===== config.mk =====
export PLATFORM = sky130hd
export DESIGN_NAME = pll_cfg_seq
export DESIGN_NICKNAME = d
export VERILOG_FILES = /design/src/rtl/pll_cfg_pkg.sv /design/src/rtl/pll_cfg_req.sv /design/src/rtl/pll_cfg_bank.sv /design/src/rtl/pll_cfg_ser.sv /design/src/rtl/pll_cfg_seq.sv
export SDC_FILE = /design/constraint.sdc
export NUM_CORES = 1
export LEC_CHECK = 0
export CELL_PAD_IN_SITES_DETAIL_PLACEMENT = 1
export CELL_PAD_IN_SITES_GLOBAL_PLACEMENT = 2
export CORE_AREA = 3 3 96 98
export DETAILED_ROUTE_END_ITERATION = 10
export DIE_AREA = 0 0 99 101
export PLACE_DENSITY_LB_ADDON = 0.15
export SLEW_MARGIN = 20
export SYNTH_ARGS = -nofsm -noshare
export SYNTH_HDL_FRONTEND = slang
export SYNTH_SLANG_ARGS = --single-unit

===== constraint.sdc =====
create_clock -name clk -period 2 [get_ports clk]
set_clock_uncertainty 0.1 [all_clocks]
set_input_delay 0.4 -clock clk [delete_from_list [all_inputs] [get_ports clk]]
set_output_delay 0.4 -clock clk [all_outputs]
set_load 0.005 [all_outputs]

===== src/rtl/pll_cfg_pkg.sv =====
package pll_cfg_pkg;
  localparam int FRAME_W = 24;
  localparam int NUM_FRM = 4;
  localparam int RDIV_W  = 14;
  localparam int NDIV_W  = 13;
  localparam int CP_W    = 3;

  localparam logic [2:0] MUX_LOCK  = 3'd1;
  localparam logic       PD_POS    = 1'b1;
  localparam logic       CNT_RUN   = 1'b0;
  localparam logic [1:0] PWR_ON    = 2'b00;
  localparam logic [1:0] FL_OFF    = 2'b00;
  localparam logic [3:0] TMR_CODE  = 4'd0;
  localparam logic [1:0] ABW_CODE  = 2'd0;
  localparam logic       LDP_CODE  = 1'b0;
  localparam logic       CPG_CODE  = 1'b0;

  typedef struct packed {
    logic [RDIV_W-1:0] rdiv;
    logic [NDIV_W-1:0] ndiv;
    logic [CP_W-1:0]   cp1;
    logic [CP_W-1:0]   cp2;
    logic              ext;
  } cfg_t;

  // Address sent in each slot of a pass; the order is behaviour.
  function automatic logic [1:0] slot_addr(input int slot);
    case (slot)
      0:       slot_addr = 2'd3;
      1:       slot_addr = 2'd2;
      2:       slot_addr = 2'd0;
      default: slot_addr = 2'd1;
    endcase
  endfunction

  function automatic logic [FRAME_W-1:0] ctrl_word(input cfg_t c, input logic [1:0] a);
    logic [FRAME_W-1:0] w;
    w        = '0;
    w[1:0]   = a;
    w[2]     = CNT_RUN;
    w[3]     = PWR_ON[0];
    w[6:4]   = MUX_LOCK;
    w[7]     = PD_POS;
    w[8]     = ~c.ext;
    w[10:9]  = FL_OFF;
    w[14:11] = TMR_CODE;
    w[17:15] = c.cp1;
    w[20:18] = c.cp2;
    w[21]    = PWR_ON[1];
    return w;
  endfunction

  function automatic logic [FRAME_W-1:0] ref_word(input cfg_t c);
    logic [FRAME_W-1:0] w;
    w        = '0;
    w[1:0]   = 2'd0;
    w[15:2]  = c.rdiv;
    w[17:16] = ABW_CODE;
    w[20]    = LDP_CODE;
    return w;
  endfunction

  function automatic logic [FRAME_W-1:0] fb_word(input cfg_t c);
    logic [FRAME_W-1:0] w;
    w        = '0;
    w[1:0]   = 2'd1;
    w[20:8]  = c.ndiv;
    w[21]    = CPG_CODE;
    return w;
  endfunction
endpackage


===== src/rtl/pll_cfg_req.sv =====
module pll_cfg_req (
  input  logic clk,
  input  logic rst_n,
  input  logic start_req,
  input  logic ext_ref_sel,
  input  logic take,
  output logic pend,
  output logic trig
);
  logic sel_prev_q;
  logic pend_q;

  assign trig = start_req | (ext_ref_sel != sel_prev_q);
  assign pend = pend_q;

  always_ff @(posedge clk or negedge rst_n) begin
    if (!rst_n) begin
      sel_prev_q <= 1'b0;
      pend_q     <= 1'b1;
    end else begin
      sel_prev_q <= ext_ref_sel;
      if (take) pend_q <= 1'b0;
      else      pend_q <= pend_q | trig;
    end
  end

  a_r11_pend_held: assert property (@(posedge clk) disable iff (!rst_n)
    pend_q && !take |=> pend_q);
  a_r11_take_clears: assert property (@(posedge clk) disable iff (!rst_n)
    take |=> !pend_q);
endmodule


===== src/rtl/pll_cfg_bank.sv =====
module pll_cfg_bank
  import pll_cfg_pkg::*;
#(
  parameter int R_DEF  = 1,
  parameter int N_DEF  = 4,
  parameter int CP_DEF = 7
) (
  input  logic                             clk,
  input  logic                             rst_n,
  input  logic                             take,
  input  logic                             ext_ref_sel,
  input  logic                             ovr_en,
  input  logic [RDIV_W-1:0]                ovr_ref_div,
  input  logic [NDIV_W-1:0]                ovr_n_div,
  input  logic [CP_W-1:0]                  ovr_cp1,
  input  logic [CP_W-1:0]                  ovr_cp2,
  output logic [NUM_FRM-1:0][FRAME_W-1:0]  words
);
  localparam cfg_t CFG_DEF = '{rdiv: RDIV_W'(R_DEF), ndiv: NDIV_W'(N_DEF),
                               cp1: CP_W'(CP_DEF), cp2: CP_W'(CP_DEF), ext: 1'b0};
  cfg_t snap_q, snap_d;

  always_comb begin
    snap_d     = CFG_DEF;
    snap_d.ext = ext_ref_sel;
    if (ovr_en) begin
      snap_d.rdiv = ovr_ref_div;
      snap_d.ndiv = ovr_n_div;
      snap_d.cp1  = ovr_cp1;
      snap_d.cp2  = ovr_cp2;
    end
  end

  always_ff @(posedge clk or negedge rst_n) begin
    if (!rst_n)    snap_q <= CFG_DEF;
    else if (take) snap_q <= snap_d;
  end

  for (genvar s = 0; s < NUM_FRM; s++) begin : g_slot
    if (s < 2) begin : g_ctrl
      assign words[s] = ctrl_word(snap_q, slot_addr(s));
    end else if (s == 2) begin : g_ref
      assign words[s] = ref_word(snap_q);
    end else begin : g_fb
      assign words[s] = fb_word(snap_q);
    end
  end

  a_r3_snap_frozen: assert property (@(posedge clk) disable iff (!rst_n)
    !take |=> $stable(snap_q));
endmodule


===== src/rtl/pll_cfg_ser.sv =====
module pll_cfg_ser
  import pll_cfg_pkg::*;
#(
  parameter int DIV_HALF = 2
) (
  input  logic                            clk,
  input  logic                            rst_n,
  input  logic                            load,
  input  logic [NUM_FRM-1:0][FRAME_W-1:0] words,
  output logic                            active,
  output logic                            pass_end,
  output logic                            sclk,
  output logic                            mosi,
  output logic                            le
);
  localparam int HALVES = 2 * FRAME_W + 2;
  localparam int HW     = $clog2(HALVES);
  localparam int DW     = (DIV_HALF > 1) ? $clog2(DIV_HALF) : 1;
  localparam int FW     = $clog2(NUM_FRM);

  logic          act_q;
  logic [DW-1:0] div_q;
  logic [HW-1:0] half_q;
  logic [FW-1:0] frm_q;
  logic          end_q;

  logic half_last, frame_last, pass_last, in_le;
  logic [4:0] bpos;
  logic [FRAME_W-1:0] cur_word;

  assign half_last  = div_q == DW'(DIV_HALF - 1);
  assign frame_last = half_q == HW'(HALVES - 1);
  assign pass_last  = frm_q == FW'(NUM_FRM - 1);
  assign in_le      = half_q >= HW'(2 * FRAME_W);
  assign bpos       = 5'(FRAME_W - 1) - 5'(half_q >> 1);
  assign cur_word   = words[frm_q];

  always_ff @(posedge clk or negedge rst_n) begin
    if (!rst_n) begin
      act_q  <= 1'b0;
      div_q  <= '0;
      half_q <= '0;
      frm_q  <= '0;
      end_q  <= 1'b0;
    end else begin
      end_q <= act_q & half_last & frame_last & pass_last;
      if (!act_q) begin
        if (load) begin
          act_q  <= 1'b1;
          div_q  <= '0;
          half_q <= '0;
          frm_q  <= '0;
        end
      end else if (half_last) begin
        div_q <= '0;
        if (frame_last) begin
          half_q <= '0;
          if (pass_last) act_q <= 1'b0;
          else           frm_q <= frm_q + 1'b1;
        end else begin
          half_q <= half_q + 1'b1;
        end
      end else begin
        div_q <= div_q + 1'b1;
      end
    end
  end

  assign active   = act_q;
  assign pass_end = end_q;
  assign sclk     = act_q & ~in_le & half_q[0];
  assign le       = act_q & in_le;
  assign mosi     = act_q & ~in_le & cur_word[bpos];

  a_r6_le_sclk_excl: assert property (@(posedge clk) disable iff (!rst_n)
    !(le && sclk));
  a_r1_mosi_hold: assert property (@(posedge clk) disable iff (!rst_n)
    sclk && $past(sclk) |-> $stable(mosi));
  a_r2_frame_after_latch: assert property (@(posedge clk) disable iff (!rst_n)
    act_q && $past(act_q) && (frm_q != $past(frm_q)) |-> $past(le));
  a_r10_end_on_last: assert property (@(posedge clk) disable iff (!rst_n)
    end_q |-> $past(le) && !act_q);
endmodule


===== src/rtl/pll_cfg_seq.sv =====
module pll_cfg_seq
  import pll_cfg_pkg::*;
#(
  parameter int DIV_HALF = 2,
  parameter int R_DEF    = 1,
  parameter int N_DEF    = 4,
  parameter int CP_DEF   = 7
) (
  input  logic        clk,
  input  logic        rst_n,
  input  logic        start_req,
  input  logic        ext_ref_sel,
  input  logic        ovr_en,
  input  logic [13:0] ovr_ref_div,
  input  logic [12:0] ovr_n_div,
  input  logic [2:0]  ovr_cp1,
  input  logic [2:0]  ovr_cp2,
  output logic        spi_sclk,
  output logic        spi_mosi,
  output logic        spi_le,
  output logic        busy,
  output logic        pass_done
);
  logic pend, trig, take, active;
  logic [NUM_FRM-1:0][FRAME_W-1:0] words;

  assign take = pend & ~active;
  assign busy = pend | active;

  pll_cfg_req u_req (
    .clk(clk), .rst_n(rst_n), .start_req(start_req), .ext_ref_sel(ext_ref_sel),
    .take(take), .pend(pend), .trig(trig)
  );

  pll_cfg_bank #(.R_DEF(R_DEF), .N_DEF(N_DEF), .CP_DEF(CP_DEF)) u_bank (
    .clk(clk), .rst_n(rst_n), .take(take), .ext_ref_sel(ext_ref_sel),
    .ovr_en(ovr_en), .ovr_ref_div(ovr_ref_div), .ovr_n_div(ovr_n_div),
    .ovr_cp1(ovr_cp1), .ovr_cp2(ovr_cp2), .words(words)
  );

  pll_cfg_ser #(.DIV_HALF(DIV_HALF)) u_ser (
    .clk(clk), .rst_n(rst_n), .load(take), .words(words), .active(active),
    .pass_end(pass_done), .sclk(spi_sclk), .mosi(spi_mosi), .le(spi_le)
  );

  a_r10_quiet_idle: assert property (@(posedge clk) disable iff (!rst_n)
    !busy |-> !spi_sclk && !spi_le);
  a_r10_busy_after_req: assert property (@(posedge clk) disable iff (!rst_n)
    trig |=> busy);
endmodule


Word-level counts from Yosys, hierarchy flattened
Cells that the tools add are included.
- flip-flop bits (word level): 47
- input port bits: 38
- output and inout bits: 5
- logic and storage cells: 65
- add/sub/neg operators: 4
- $lt $le $gt $ge: 3
- equality and inequality tests: 6
- multiplexer cells: 23
- bitwise operators: 14
- reductions and logical operators: 3
- operators by type and width (kind ; number):
    24-bit binary-select mux with 2-bit select ; 1
    33-bit two-way mux ; 1
    24-bit two-way mux ; 1
    6-bit two-way mux ; 4
    1-bit two-way mux ; 10
    2-bit two-way mux ; 5
    1-bit bitwise AND ; 8
    6-bit by 1-bit adder with 6-bit output (second input constant) ; 1
    6-bit == test (second input constant) ; 1
    6-bit greater-or-equal comparator (second input constant) ; 1
    5-bit by 6-bit < comparator with 1-bit output (second input constant) ; 1
    2-bit inequality test (second input constant) ; 3
    1-bit binary-select mux with 5-bit select ; 1
    5-bit subtractor (first input constant) ; 1
    4-bit AND reduction ; 1
    2-bit by 3-bit < comparator with 1-bit output (second input constant) ; 1
    1-bit inverter ; 3
    1-bit OR ; 3
    2-bit by 1-bit adder with 2-bit output (second input constant) ; 1
    2-bit == test (second input constant) ; 1
    2-bit AND reduction ; 1
    2-bit nonzero test ; 1
    1-bit adder (second input constant) ; 1
    1-bit inequality test ; 1

Depth between registers and ports, before layout
Gate-level depths: netlist of run 1.
- word-level depth: 6
- mapped depth: 8

Cells and area by module
A second synthesis of run 1 with hierarchy kept.
- cell total of the unflattened synthesis: 397
- area total of the unflattened synthesis: 3668.5 sq um
- modules (own cells, without submodules) (module ; times used ; cells each ; area each (sq um) ; sequential area each (sq um)):
    pll_cfg_bank ; 1 ; 244 ; 2117.0 ; 860.8
    pll_cfg_ser ; 1 ; 145 ; 1463.9 ; 275.3
    pll_cfg_req ; 1 ; 6 ; 75.1 ; 51.3
    pll_cfg_seq ; 1 ; 2 ; 12.5 ; 0.0

Worst setup path after synthesis of run 1
OpenSTA, ideal clock, no wires.
- path type: register to output
- start point: register u_ser.frm_q[1]
- end point: output port spi_mosi
- arrival time: 1573 ps
- required time: 1500 ps
- path slack: -73 ps
- stages on the path, launching flop included: 6
- buffers on the path: 1
- cell sequence: dfrtp_1 -> buf_2 -> mux4_2 -> a21oi_1 -> and4b_1 -> a31o_1
- word-level cells in the longest chain between the ends: 5
- RTL lines (element ; RTL line ; text):
    start, declared ; pll_cfg_ser.sv:24 ; logic [FW-1:0] frm_q;
    start signal, assigned ; pll_cfg_ser.sv:59 ; else frm_q <= frm_q + 1'b1;
    24-bit binary-select mux with 2-bit select ; pll_cfg_ser.sv:36 ; assign cur_word = words[frm_q];
    24-bit two-way mux (implied by the code) ; pll_cfg_ser.sv:36 ;
    1-bit binary-select mux with 5-bit select ; pll_cfg_ser.sv:73 ; assign mosi = act_q & ~in_le & cur_word[bpos];
    1-bit two-way mux (implied by the code) ; pll_cfg_ser.sv:73 ;
    1-bit bitwise AND ; pll_cfg_ser.sv:73 ;
    end, declared ; pll_cfg_seq.sv:19 ; output logic spi_mosi,
Every way passes these cells. The select of a mux whose other input is x is not followed.

Worst setup path in the final report of run 1
Same ends and word-level chain as after synthesis.

==> impl_metrics.py, run 1 <==
metrics = {
    "yosys": {
        "netlist_instances": 263,
        "synth_warnings": 0,
        "mappedNetlistNets": 305,
        "synth-seq-cells": 47,
        "muxShareOfSynthArea_pct": 8.02,
        "synth_fa_ha_area_share_pct": 2.07,
        "synthXorXnorAreaFrac_pct": 1.81,
        "synth_area_per_cell_um2": 9.19,
        "synth.distinct_cells": 39,
        "synth-compound-area-share_pct": 14.0,
        "synth-async-reset-ratio_pct": 100,
        "synth_flop_cell": "dfrtp_1",
        "netlist_area_um2": 2420,
        "yosys.area_share.simple_pct": 20.7,
        "synth_edf_count": 0,
        "ys_seq_area_share_pct": 49.1,
        "synth_top_family_by_area": "simple AND/OR/NAND/NOR gates",
    },
    "power_and_ir_drop": {
        "sw_frac_of_total_pct": 34.0,
        "power_density_nw_per_um2": 1000,
        "p_total_mw": 3.43,
        "p_clk_share_pct": 16.4,
        "pwr-share-comb_pct": 44.6,
        "p_leak_nw": 1.49,
        "sequentialPowerShare_pct": 39.1,
        "power.internal_mw": 2.26,
        "ir_drop_v": 0.000293,
        "switchingPower_mw": 1.16,
    },
    "min_path": {
        "hold_class": "input port to asynchronous set/reset pin",
    },
    "sta": {
        "fmax_ghz": 0.397,
        "slew_violations": 0,
        "slew_headroom_pct": 58.9,
        "hold_violations": 0,
        "post-route-min-period_ns": 2.52,
        "layout_setup_ws_ns": -0.519,
        "setup-violations-final": 2,
        "fin_crit_sh_pct": 126,
        "rsz0062_at_grt": "yes",
        "worst-slew-pin-transition_ns": 0.617,
    },
    "critical_path": {
        "arrival_ns": 2.02,
        "required_ns": 1.50,
        "critPathMaxFanout": 3,
        "crit_path_start_kind": "flip-flop",
        "path_class": "flip-flop to output pin",
        "cp-end-kind": "output pin",
    },
    "global_routing": {
        "track_usage_pct": 12.9,
        "grt_pass1_wl_mm": 10.2,
        "antenna_found_initial": 0,
        "grt_overflow_total": 0,
        "grt_max_degree": 71,
        "grt_pass1_vias": 2103,
    },
    "floorplanning": {
        "die-area_um2": 10000,
        "pin_count": 43,
        "core_um2": 8550,
        "initial_core_util_pct": 28.3,
        "fp.dieH_um": 101,
        "rows": 34,
        "die-width_um": 99,
    },
    "place": {
        "place_congestion": 0.783,
        "dpl.cell_count": 427,
        "place_ws_ns": -0.562,
        "hpwl_mm": 4.46,
        "port_buffers": 42,
    },
    "outcome": {
        "violations": "setup timing",
        "status": "complete, but fails checks",
    },
    "flow_run": {
        "max_cap_viol_count": 0,
    },
    "drt": {
        "route.detailed.wl_per_inst_um": 13.8,
        "route.met3.wl_um": 254,
        "num_vias": 2041,
        "drc_errors": 0,
        "drtPass1Iterations": 4,
        "wl_met1_mm": 2.79,
        "dr_wl_met2_mm": 2.95,
        "drt_iter0_markers": 29,
        "highest_layer": "met4",
        "ant_nets": 0,
        "routed_via_density": 4.60,
        "wirelength_mm": 6.12,
    },
    "finish": {
        "seq_area_um2": 1190,
        "final_cell_mix": "nand2_1 (67), o21ai_0 (37), clkdlybuf4s50_1 (37)",
        "final_common_cell": "nand2_1",
        "final_cells": 444,
        "layout-drive-gt1-share_pct": 25.0,
        "final_nets": 377,
        "antenna_cells": 0,
        "fillers": 994,
        "areaGrowthSynthToFinish_pct": 41.0,
        "final_util_pct": 39.9,
        "multi_input_area_um2": 1220,
    },
    "clock_tree": {
        "clkLatencyLatePin_ns": 0.30,
        "clock_path_buffers": 2,
        "cts_tree": "built",
        "cts-root-buf": "clkbuf_8",
        "cts.clk_slew.worst_paths_ns": 0.09,
        "cts_inserted_buffers": 5,
        "hold_buffers": 0,
        "h-tree-depth": 2,
        "cts.sinks": 47,
    },
}
-- cell families (layout without fill, tap and decap cells) --
kind of cell | after synthesis | after routing
xor+xnor | 5 | 5
buf+inv | 24 | 97
flops | 47 | 47
compound gates | 56 | 56
mux | 14 | 14
fa+ha+maj | 4 | 4
simple gates | 113 | 113
-- synthesized netlist by cell type (2+ instances only) --
| cell | count | area (µm²) |
|---|---|---|
| a211oi_1 | 2 | 15.0 |
| a21oi_1 | 4 | 20.0 |
| a22o_1 | 2 | 17.5 |
| and2_1 | 3 | 18.8 |
| buf_2 | 4 | 20.0 |
| clkbuf_1 | 12 | 45.0 |
| dfrtp_1 | 38 | 951 |
| dfstp_2 | 9 | 236 |
| ha_1 | 4 | 50.1 |
| inv_1 | 5 | 18.8 |
| mux2_2 | 2 | 22.5 |
| mux2i_1 | 7 | 70.1 |
| mux4_2 | 4 | 90.1 |
| nand2_1 | 67 | 251 |
| nand2b_1 | 5 | 31.3 |
| nand3_1 | 4 | 20.0 |
| nand4_1 | 2 | 12.5 |
| nor2_1 | 14 | 52.6 |
| nor2b_1 | 11 | 68.8 |
| nor3_1 | 4 | 20.0 |
| o21ai_0 | 38 | 190 |
| xor2_1 | 5 | 43.8 |
-- worst max-delay path: stages (launching register included) --
cell	delay, ns
dfrtp_1	0.40
mux4_2	0.51
nand2b_4	0.15
a22o_1	0.19
and4b_1	0.17
a31o_1	0.19
buf_2	0.12
-- stage by stage --
stage               area, µm²  hold slack, ns  TNS [ns]
global route             3410           0.135    -0.888
detailed placement       3150           0.377     -1.03
floorplan                2430         0.00441   -0.0257
CTS                      3330           0.110    -0.694
finish                   3410          0.0873    -0.635
global placement         3150           0.366    -0.988
-- what timing repair did --
item                       in CTS  in global routing
resized for setup              22                 14
setup endpoints to repair       6                  5
gates cloned                    0                  0
buffers inserted                8                  2
pin swaps                       2                  4
-- flip-flops by register name (all words and copies together) (netlist names) --
register          count
u_bank.words         33
u_req.sel_prev_q      1
u_req.pend            1
u_ser.half_q          6
u_ser.active          1
u_ser.frm_q           2
u_bank.snap_q         1
u_ser.div_q           1
u_ser.pass_end        1
-- power by group through the flow --
stage | registers (mW) | clock network (mW) | logic, mW
4_1_cts | 1.34 | 0.600 | 1.49
3_5_place_dp | 1.36 | 0 | 1.39
2_1_floorplan | 1.29 | 0 | 0.746
6_report | 1.34 | 0.561 | 1.53
5_1_grt | 1.37 | 0.637 | 1.71
3_3_place_gp | 1.36 | 0 | 1.35
-- worst paths after layout --
path | start | end | slack [ns] | cells after the start
max | u_ser.frm_q[1]$_DFFE_PN0P_ | spi_mosi | -0.52 | 6
max in group asynchronous | rst_n | u_ser.half_q[2]$_DFFE_PN0P_ | 1.25 | 2
min reg2reg | u_bank.words[17]$_DFFE_PN1P_ | u_bank.words[17]$_DFFE_PN1P_ | 0.38 | 2
min in group clk | u_bank.words[17]$_DFFE_PN1P_ | u_bank.words[17]$_DFFE_PN1P_ | 0.38 | 2
max reg2reg | u_ser.half_q[1]$_DFFE_PN0P_ | u_ser.frm_q[0]$_DFFE_PN0P_ | 0.08 | 8
min | rst_n | u_bank.words[57]$_DFFE_PN0P_ | 0.09 | 2
-- routing by layer --
| metal | track usage (%) | vias up |
|---|---|---|
| met5 | 0 | - |
| met4 | 4.83 | 0 |
| met3 | 2.91 | 14 |
| met2 | 21.7 | 39 |
| met1 | 16.1 | 962 |
| li1 | - | 1026 |
-- area by class of cell --
| type | instances | area share, % |
|---|---|---|
| clock buffer | 7 | 2.24 |
| clock inverter | 1 | 0.220 |
| inverter | 6 | 0.661 |
| multi-input combinational | 192 | 35.9 |
| sequential | 47 | 34.9 |
| tap | 108 | 3.96 |
| timing repair buffer | 83 | 22.1 |
Power figures use the tool's default switching activity.
==> inputs of run 2 (changes only) <==
- CORE_AREA: 3 3 96 98 -> 3 3 91 93
- DIE_AREA: 0 0 99 101 -> 0 0 94 96
- clock period: 2 -> 2.6 ns (I/O delays scaled with it)
==> run 2 against run 1 <==
Register-to-register slack gained 0.25 ns. Flip-flop and latch count stayed put. The run still ends with setup timing left. Critical endpoint unchanged. Via count is 4.5% lower. Critical path type unchanged.
==> impl_metrics.py, run 2 (synthesis results as in run 1) <==
metrics = {
    "power_and_ir_drop": {
        "ir_drop_v": 0.000229,
        "power_density_nw_per_um2": 773,
        "p_leak_nw": 1.37,
        "p_total_mw": 2.42,
    },
    "finish": {
        "final_nets": 355,
        "areaGrowthSynthToFinish_pct": 29.6,
        "largest_reg_flops": 33,
        "layout-drive-gt1-share_pct": 15.9,
        "final_cell_mix": "nand2_1 (67), clkdlybuf4s50_1 (40), o21ai_0 (36), dfrtp_1 (36), buf_4 (17)",
        "final_common_cell": "nand2_1",
        "fin_area_um2": 3130,
        "antenna_cells": 0,
    },
    "floorplanning": {
        "die-area_um2": 9020,
        "core_um2": 7610,
        "rows": 32,
        "initial_core_util_pct": 31.8,
        "die-width_um": 94,
        "fp.dieH_um": 96,
        "pin_count": 43,
    },
    "sta": {
        "fin_crit_sh_pct": 103,
        "tns_ns": -0.0692,
        "layout_setup_ws_ns": -0.0692,
        "hold_violations": 0,
        "setup-violations-final": 1,
        "rsz0062_at_grt": "yes",
        "slew_violations": 0,
        "slew_headroom_pct": 58.1,
        "worst-slew-pin-transition_ns": 0.628,
        "fmax_ghz": 0.375,
        "post-route-min-period_ns": 2.67,
    },
    "critical_path": {
        "arrival_ns": 2.05,
        "critPathMaxFanout": 2,
        "rrSetupSlack_ns": 0.33,
        "critPathSlowestCell": "mux4_2",
        "cp-end-kind": "output pin",
        "max_stage_delay_ns": 0.51,
        "crit_chain": "mux4_2 > nand2b_4 > a22o_1 > and4b_1 > a31o_1 > buf_2",
        "path_class": "flip-flop to output pin",
        "required_ns": 1.98,
        "crit_path_start_kind": "flip-flop",
        "critPathBufInv": 1,
        "worstReg2RegStart": "u_ser.half_q[1]$_DFFE_PN0P_",
        "reg2regPathDepth": 7,
        "critPathTopFamily": "multiplexers",
        "rr_endpoint": "u_ser.frm_q[0]$_DFFE_PN0P_",
    },
    "clock_tree": {
        "cts_tree": "built",
        "clkLatencyLatePin_ns": 0.30,
        "h-tree-depth": 2,
        "cts-root-buf": "clkbuf_8",
        "clock_path_buffers": 2,
        "cts_inserted_buffers": 5,
        "cts.clk_slew.worst_paths_ns": 0.09,
        "cts.sinks": 47,
    },
    "drt": {
        "drt_iter0_markers": 36,
        "wirelength_mm": 5.89,
        "routed_via_density": 4.69,
        "num_vias": 1950,
        "drc_errors": 0,
        "route.detailed.wl_per_inst_um": 14.1,
        "ant_nets": 0,
        "drtPass1Iterations": 4,
    },
    "global_routing": {
        "grt_overflow_total": 0,
        "antenna_found_initial": 0,
        "grt_pass1_vias": 2025,
        "grt_max_degree": 57,
        "track_usage_pct": 14.0,
        "grt_pass1_wl_mm": 9.94,
    },
    "min_path": {
        "hold_class": "input port to asynchronous set/reset pin",
    },
    "outcome": {
        "status": "complete, but fails checks",
        "violations": "setup timing",
    },
    "place": {
        "place_congestion": 0.824,
        "port_buffers": 42,
        "hpwl_mm": 4.35,
        "dpl_cell_area_um2": 3020,
        "place_ws_ns": -0.110,
    },
    "flow_run": {
        "max_cap_viol_count": 0,
    },
}
==> run 2: changes by cell type in the layout (fill, tap and decap cells not counted), sizes merged <==
| cell | before | now |
|---|---|---|
| buf | 43 | 21 |
| clkdlybuf4s15 | 1 | 0 |
| clkdlybuf4s50 | 37 | 40 |
| clkinv | 0 | 1 |
| clkinvlp | 1 | 0 |
| dlygate4sd2 | 1 | 0 |
| dlymetal6s2s | 1 | 0 |
==> run 2: timing repair <==
| action | 4_1_cts | 5_1_grt |
|---|---|---|
| hold buffers | 0 | 0 |
| endpoints found under the setup margin | 2 | 2 |
| resized for setup | 8 | 3 |
| hold endpoints to repair | 0 | 0 |
| buffers inserted | 0 | 3 |
| pin swaps | 2 | 1 |
==> run 2: worst register-to-register path: cells and delay by family, from the launching register on <==
kind            cells  cell delay, ns
flops               1            0.52
compound gates      2            0.53
fa+ha+maj           1            0.15
mux                 1            0.37
simple gates        1            0.15
buf+inv             2            0.31
==> run 2: area by class of cell <==
cell class / instances / area, µm²
Inverter: 6 / 22.5
Fill cell: 900 / 4470
Clock inverter: 1 / 5.00
Timing Repair Buffer: 61 / 569
Multi-Input combinational cell: 192 / 1140
Clock buffer: 7 / 76.3
Tap cell: 102 / 128
Sequential cell: 47 / 1190
==> run 2: worst max-delay path by stage <==
| stage | start | end | slack, ns | depth (start not counted) |
|---|---|---|---|---|
| 6_report | u_ser.frm_q[1]$_DFFE_PN0P_ | spi_mosi | -0.07 | 6 |
| 5_1_grt | u_ser.frm_q[1]$_DFFE_PN0P_ | spi_mosi | -0.15 | 6 |
| 4_1_cts | u_ser.frm_q[1]$_DFFE_PN0P_ | spi_mosi | -0.09 | 6 |
| 3_5_place_dp | u_ser.frm_q[1]$_DFFE_PN0P_ | spi_mosi | -0.11 | 6 |
| 3_3_place_gp | u_ser.frm_q[1]$_DFFE_PN0P_ | spi_mosi | -0.07 | 6 |
| 2_1_floorplan | u_ser.frm_q[1]$_DFFE_PN0P_ | spi_mosi | 0.41 | 5 |
==> run 2: where the power goes <==
part	total [mW]	switching, mW	internal [mW]	leakage (nW)
registers	1.06	0.154	0.901	0.560
clock network	0.437	0.247	0.189	0.0422
logic	0.930	0.428	0.501	0.763
total	2.42	0.830	1.59	1.37
==> run 2: per-stage QoR <==
stage	hold WS, ns	util [%]	std cells
3_5_place_dp	0.375	39.6	405
3_3_place_gp	0.365	39.6	405
5_1_grt	0.256	41.2	416
6_report	0.217	41.2	416
4_1_cts	0.242	40.9	413
2_1_floorplan	0.124	-	263
==> run 2: per-layer routing <==
metal	wire length [µm]	vias up	global-route usage, %
met5	0	-	0
met4	68	0	3.97
met3	177	5	2.66
met2	2720	31	22.5
met1	2920	933	19.3
li1	-	981	-
==> inputs of run 3 (changes only) <==
- CORE_AREA: 3 3 91 93 -> 3 3 107 109
- DIE_AREA: 0 0 94 96 -> 0 0 110 112
- SYNTH_HIERARCHICAL: not set -> 1
==> run 3 against run 2 <==
The run still ends with setup timing left. Wire length up 34%. Count of clock-buffer cells in the layout down 1. First-iteration DRC count up 61%. Die area up 37%. Flip-flop and latch count unchanged. Area after synthesis up 52%. Highest routed layer unchanged.
==> impl_metrics.py, run 3 <==
metrics = {
    "outcome": {
        "status": "complete, but fails checks",
        "violations": "setup timing",
    },
    "place": {
        "place_congestion": 0.795,
        "place_ws_ns": -0.262,
        "hpwl_mm": 5.98,
        "port_buffers": 42,
    },
    "sta": {
        "layout_setup_ws_ns": -0.304,
        "post-route-min-period_ns": 2.90,
        "hold_ws_ns": 0.213,
        "tns_ns": -0.304,
        "rsz0062_at_grt": "yes",
        "worst-slew-pin-transition_ns": 0.626,
        "slew_headroom_pct": 57.0,
        "setup-violations-final": 1,
        "hold_violations": 0,
        "fmax_ghz": 0.344,
        "slew_violations": 0,
        "fin_crit_sh_pct": 112,
    },
    "global_routing": {
        "antenna_found_initial": 0,
        "grt_overflow_total": 0,
        "grt_max_degree": 71,
        "grt_pass1_wl_mm": 13.4,
        "grt_pass1_vias": 2672,
        "track_usage_pct": 14.0,
    },
    "finish": {
        "final_cell_mix": "conb_1 (55), buf_4 (44), clkdlybuf4s50_1 (39), inv_1 (39), dfrtp_1 (37)",
        "final_nets": 469,
        "final_common_cell": "conb_1",
        "antenna_cells": 0,
        "largest_reg_flops": 33,
        "layout-drive-gt1-share_pct": 23.4,
        "areaGrowthSynthToFinish_pct": 13.7,
    },
    "power_and_ir_drop": {
        "p_clk_share_pct": 14.4,
        "power_density_nw_per_um2": 911,
        "sw_frac_of_total_pct": 35.8,
        "p_leak_nw": 1.84,
        "power.internal_mw": 2.43,
        "sequentialPowerShare_pct": 32.2,
        "ir_drop_v": 0.000276,
        "pwr-share-comb_pct": 53.4,
        "switchingPower_mw": 1.36,
    },
    "drt": {
        "wirelength_mm": 7.89,
        "route.detailed.wl_per_inst_um": 13.9,
        "drc_errors": 0,
        "drt_iter0_markers": 58,
        "drtPass1Iterations": 4,
        "num_vias": 2564,
        "ant_nets": 0,
        "routed_via_density": 4.51,
    },
    "yosys": {
        "synth_warnings": 6,
        "netlist_area_um2": 3660,
        "netlist_instances": 396,
        "synth_area_per_cell_um2": 9.25,
    },
    "critical_path": {
        "crit_path_start_kind": "flip-flop",
        "path_class": "flip-flop to output pin",
        "arrival_ns": 2.28,
        "max_stage_delay_ns": 0.49,
        "rrSetupSlack_ns": 0.44,
        "crit_chain": "buf_12 > mux4_2 > a221o_1 > a21oi_2 > a211o_1 > o311ai_2 > buf_2",
        "required_ns": 1.98,
        "cp-end-kind": "output pin",
        "critPathSlowestCell": "mux4_2",
        "critPathMaxFanout": 6,
    },
    "clock_tree": {
        "cts-root-buf": "clkbuf_8",
        "clkLatencyLatePin_ns": 0.30,
        "clock_path_buffers": 2,
        "cts.clk_slew.worst_paths_ns": 0.09,
        "cts_inserted_buffers": 5,
        "h-tree-depth": 2,
        "cts_tree": "built",
        "cts.sinks": 47,
    },
    "floorplanning": {
        "fp.dieH_um": 112,
        "initial_core_util_pct": 34.2,
        "pin_count": 43,
        "die-area_um2": 12300,
        "core_um2": 10700,
        "die-width_um": 110,
        "rows": 38,
    },
    "min_path": {
        "hold_class": "input port to asynchronous set/reset pin",
    },
    "flow_run": {
        "max_cap_viol_count": 0,
    },
}
run 3: changes by cell type in the layout (fill, tap and decap cells not counted), sizes merged, moves of 5 or more:
cell and change:
nand3 +29, nand2 -56, a31oi +11, conb +55, xor2 -5, nor2b -7
inv +33, mux4 +16, buf +29
run 3: layout make-up:
type                    instances  area, µm²
clock buffers                   6       72.6
repair buffers                 90        822
fillers                      1291       6540
well taps                     140        175
inverters                      39        146
clock inverters                 2       37.5
multi-input cells             244       1720
flip-flops and latches         47       1190
run 3: layer usage:
layer | up-vias | share of wire [%] | track usage, %
met1 | 1256 | 48 | 19.3
met3 | 6 | 2.5 | 2.26
met5 | - | 0 | 0
met2 | 29 | 49 | 22.9
li1 | 1273 | - | -
met4 | 0 | 1.1 | 3.49
run 3: per-stage QoR:
step	std cells	cell area, µm²	util (%)	total power [mW]
after floorplan	449	3860	-	2.66
after global placement	554	3950	36.9	3.11
after detailed placement	554	3950	36.9	3.14
after CTS	568	4140	38.7	3.81
after global routing	568	4160	38.9	4.12
final	568	4160	38.9	3.79
run 3: path summary, 6_finish.rpt:
path                                         startpoint  cells past startpoint                           end
setup reg to reg            u_ser/half_q[1]$_DFFE_PN0P_                      8    u_ser/frm_q[0]$_DFFE_PN0P_
hold reg to reg            u_bank/words[15]$_DFFE_PN1P_                      2  u_bank/words[15]$_DFFE_PN1P_
min in group clk           u_bank/words[15]$_DFFE_PN1P_                      2  u_bank/words[15]$_DFFE_PN1P_
setup / recovery             u_ser/frm_q[0]$_DFFE_PN0P_                      7                      spi_mosi
max in group asynchronous                         rst_n                      2    u_ser/frm_q[0]$_DFFE_PN0P_
hold / removal                                    rst_n                      2   u_ser/half_q[4]$_DFFE_PN0P_
run 3: power by group through the flow:
stage / Sequential (mW) / Clock, mW / Combinational (mW)
after floorplan: 1.15 / 0 / 1.51
after global placement: 1.23 / 0 / 1.88
after detailed placement: 1.23 / 0 / 1.90
after CTS: 1.23 / 0.573 / 2.01
after global routing: 1.26 / 0.607 / 2.26
final: 1.22 / 0.547 / 2.03
run 3: critical path, delay by kind of cell, from the launching register on:
family / cells / cell delay, ns
AOI/OAI and AO/OA: 4 / 0.73
buffers and inverters: 2 / 0.29
DFF: 1 / 0.47
muxes: 1 / 0.49
run 3: repair_timing:
action	in CTS	in global routing
setup buffers	5	0
gates resized for setup	11	4
pin swaps	4	2
gates cloned	1	0
setup endpoints to repair	2	1
endpoints found under the hold margin	0	0
hold buffers	0	0
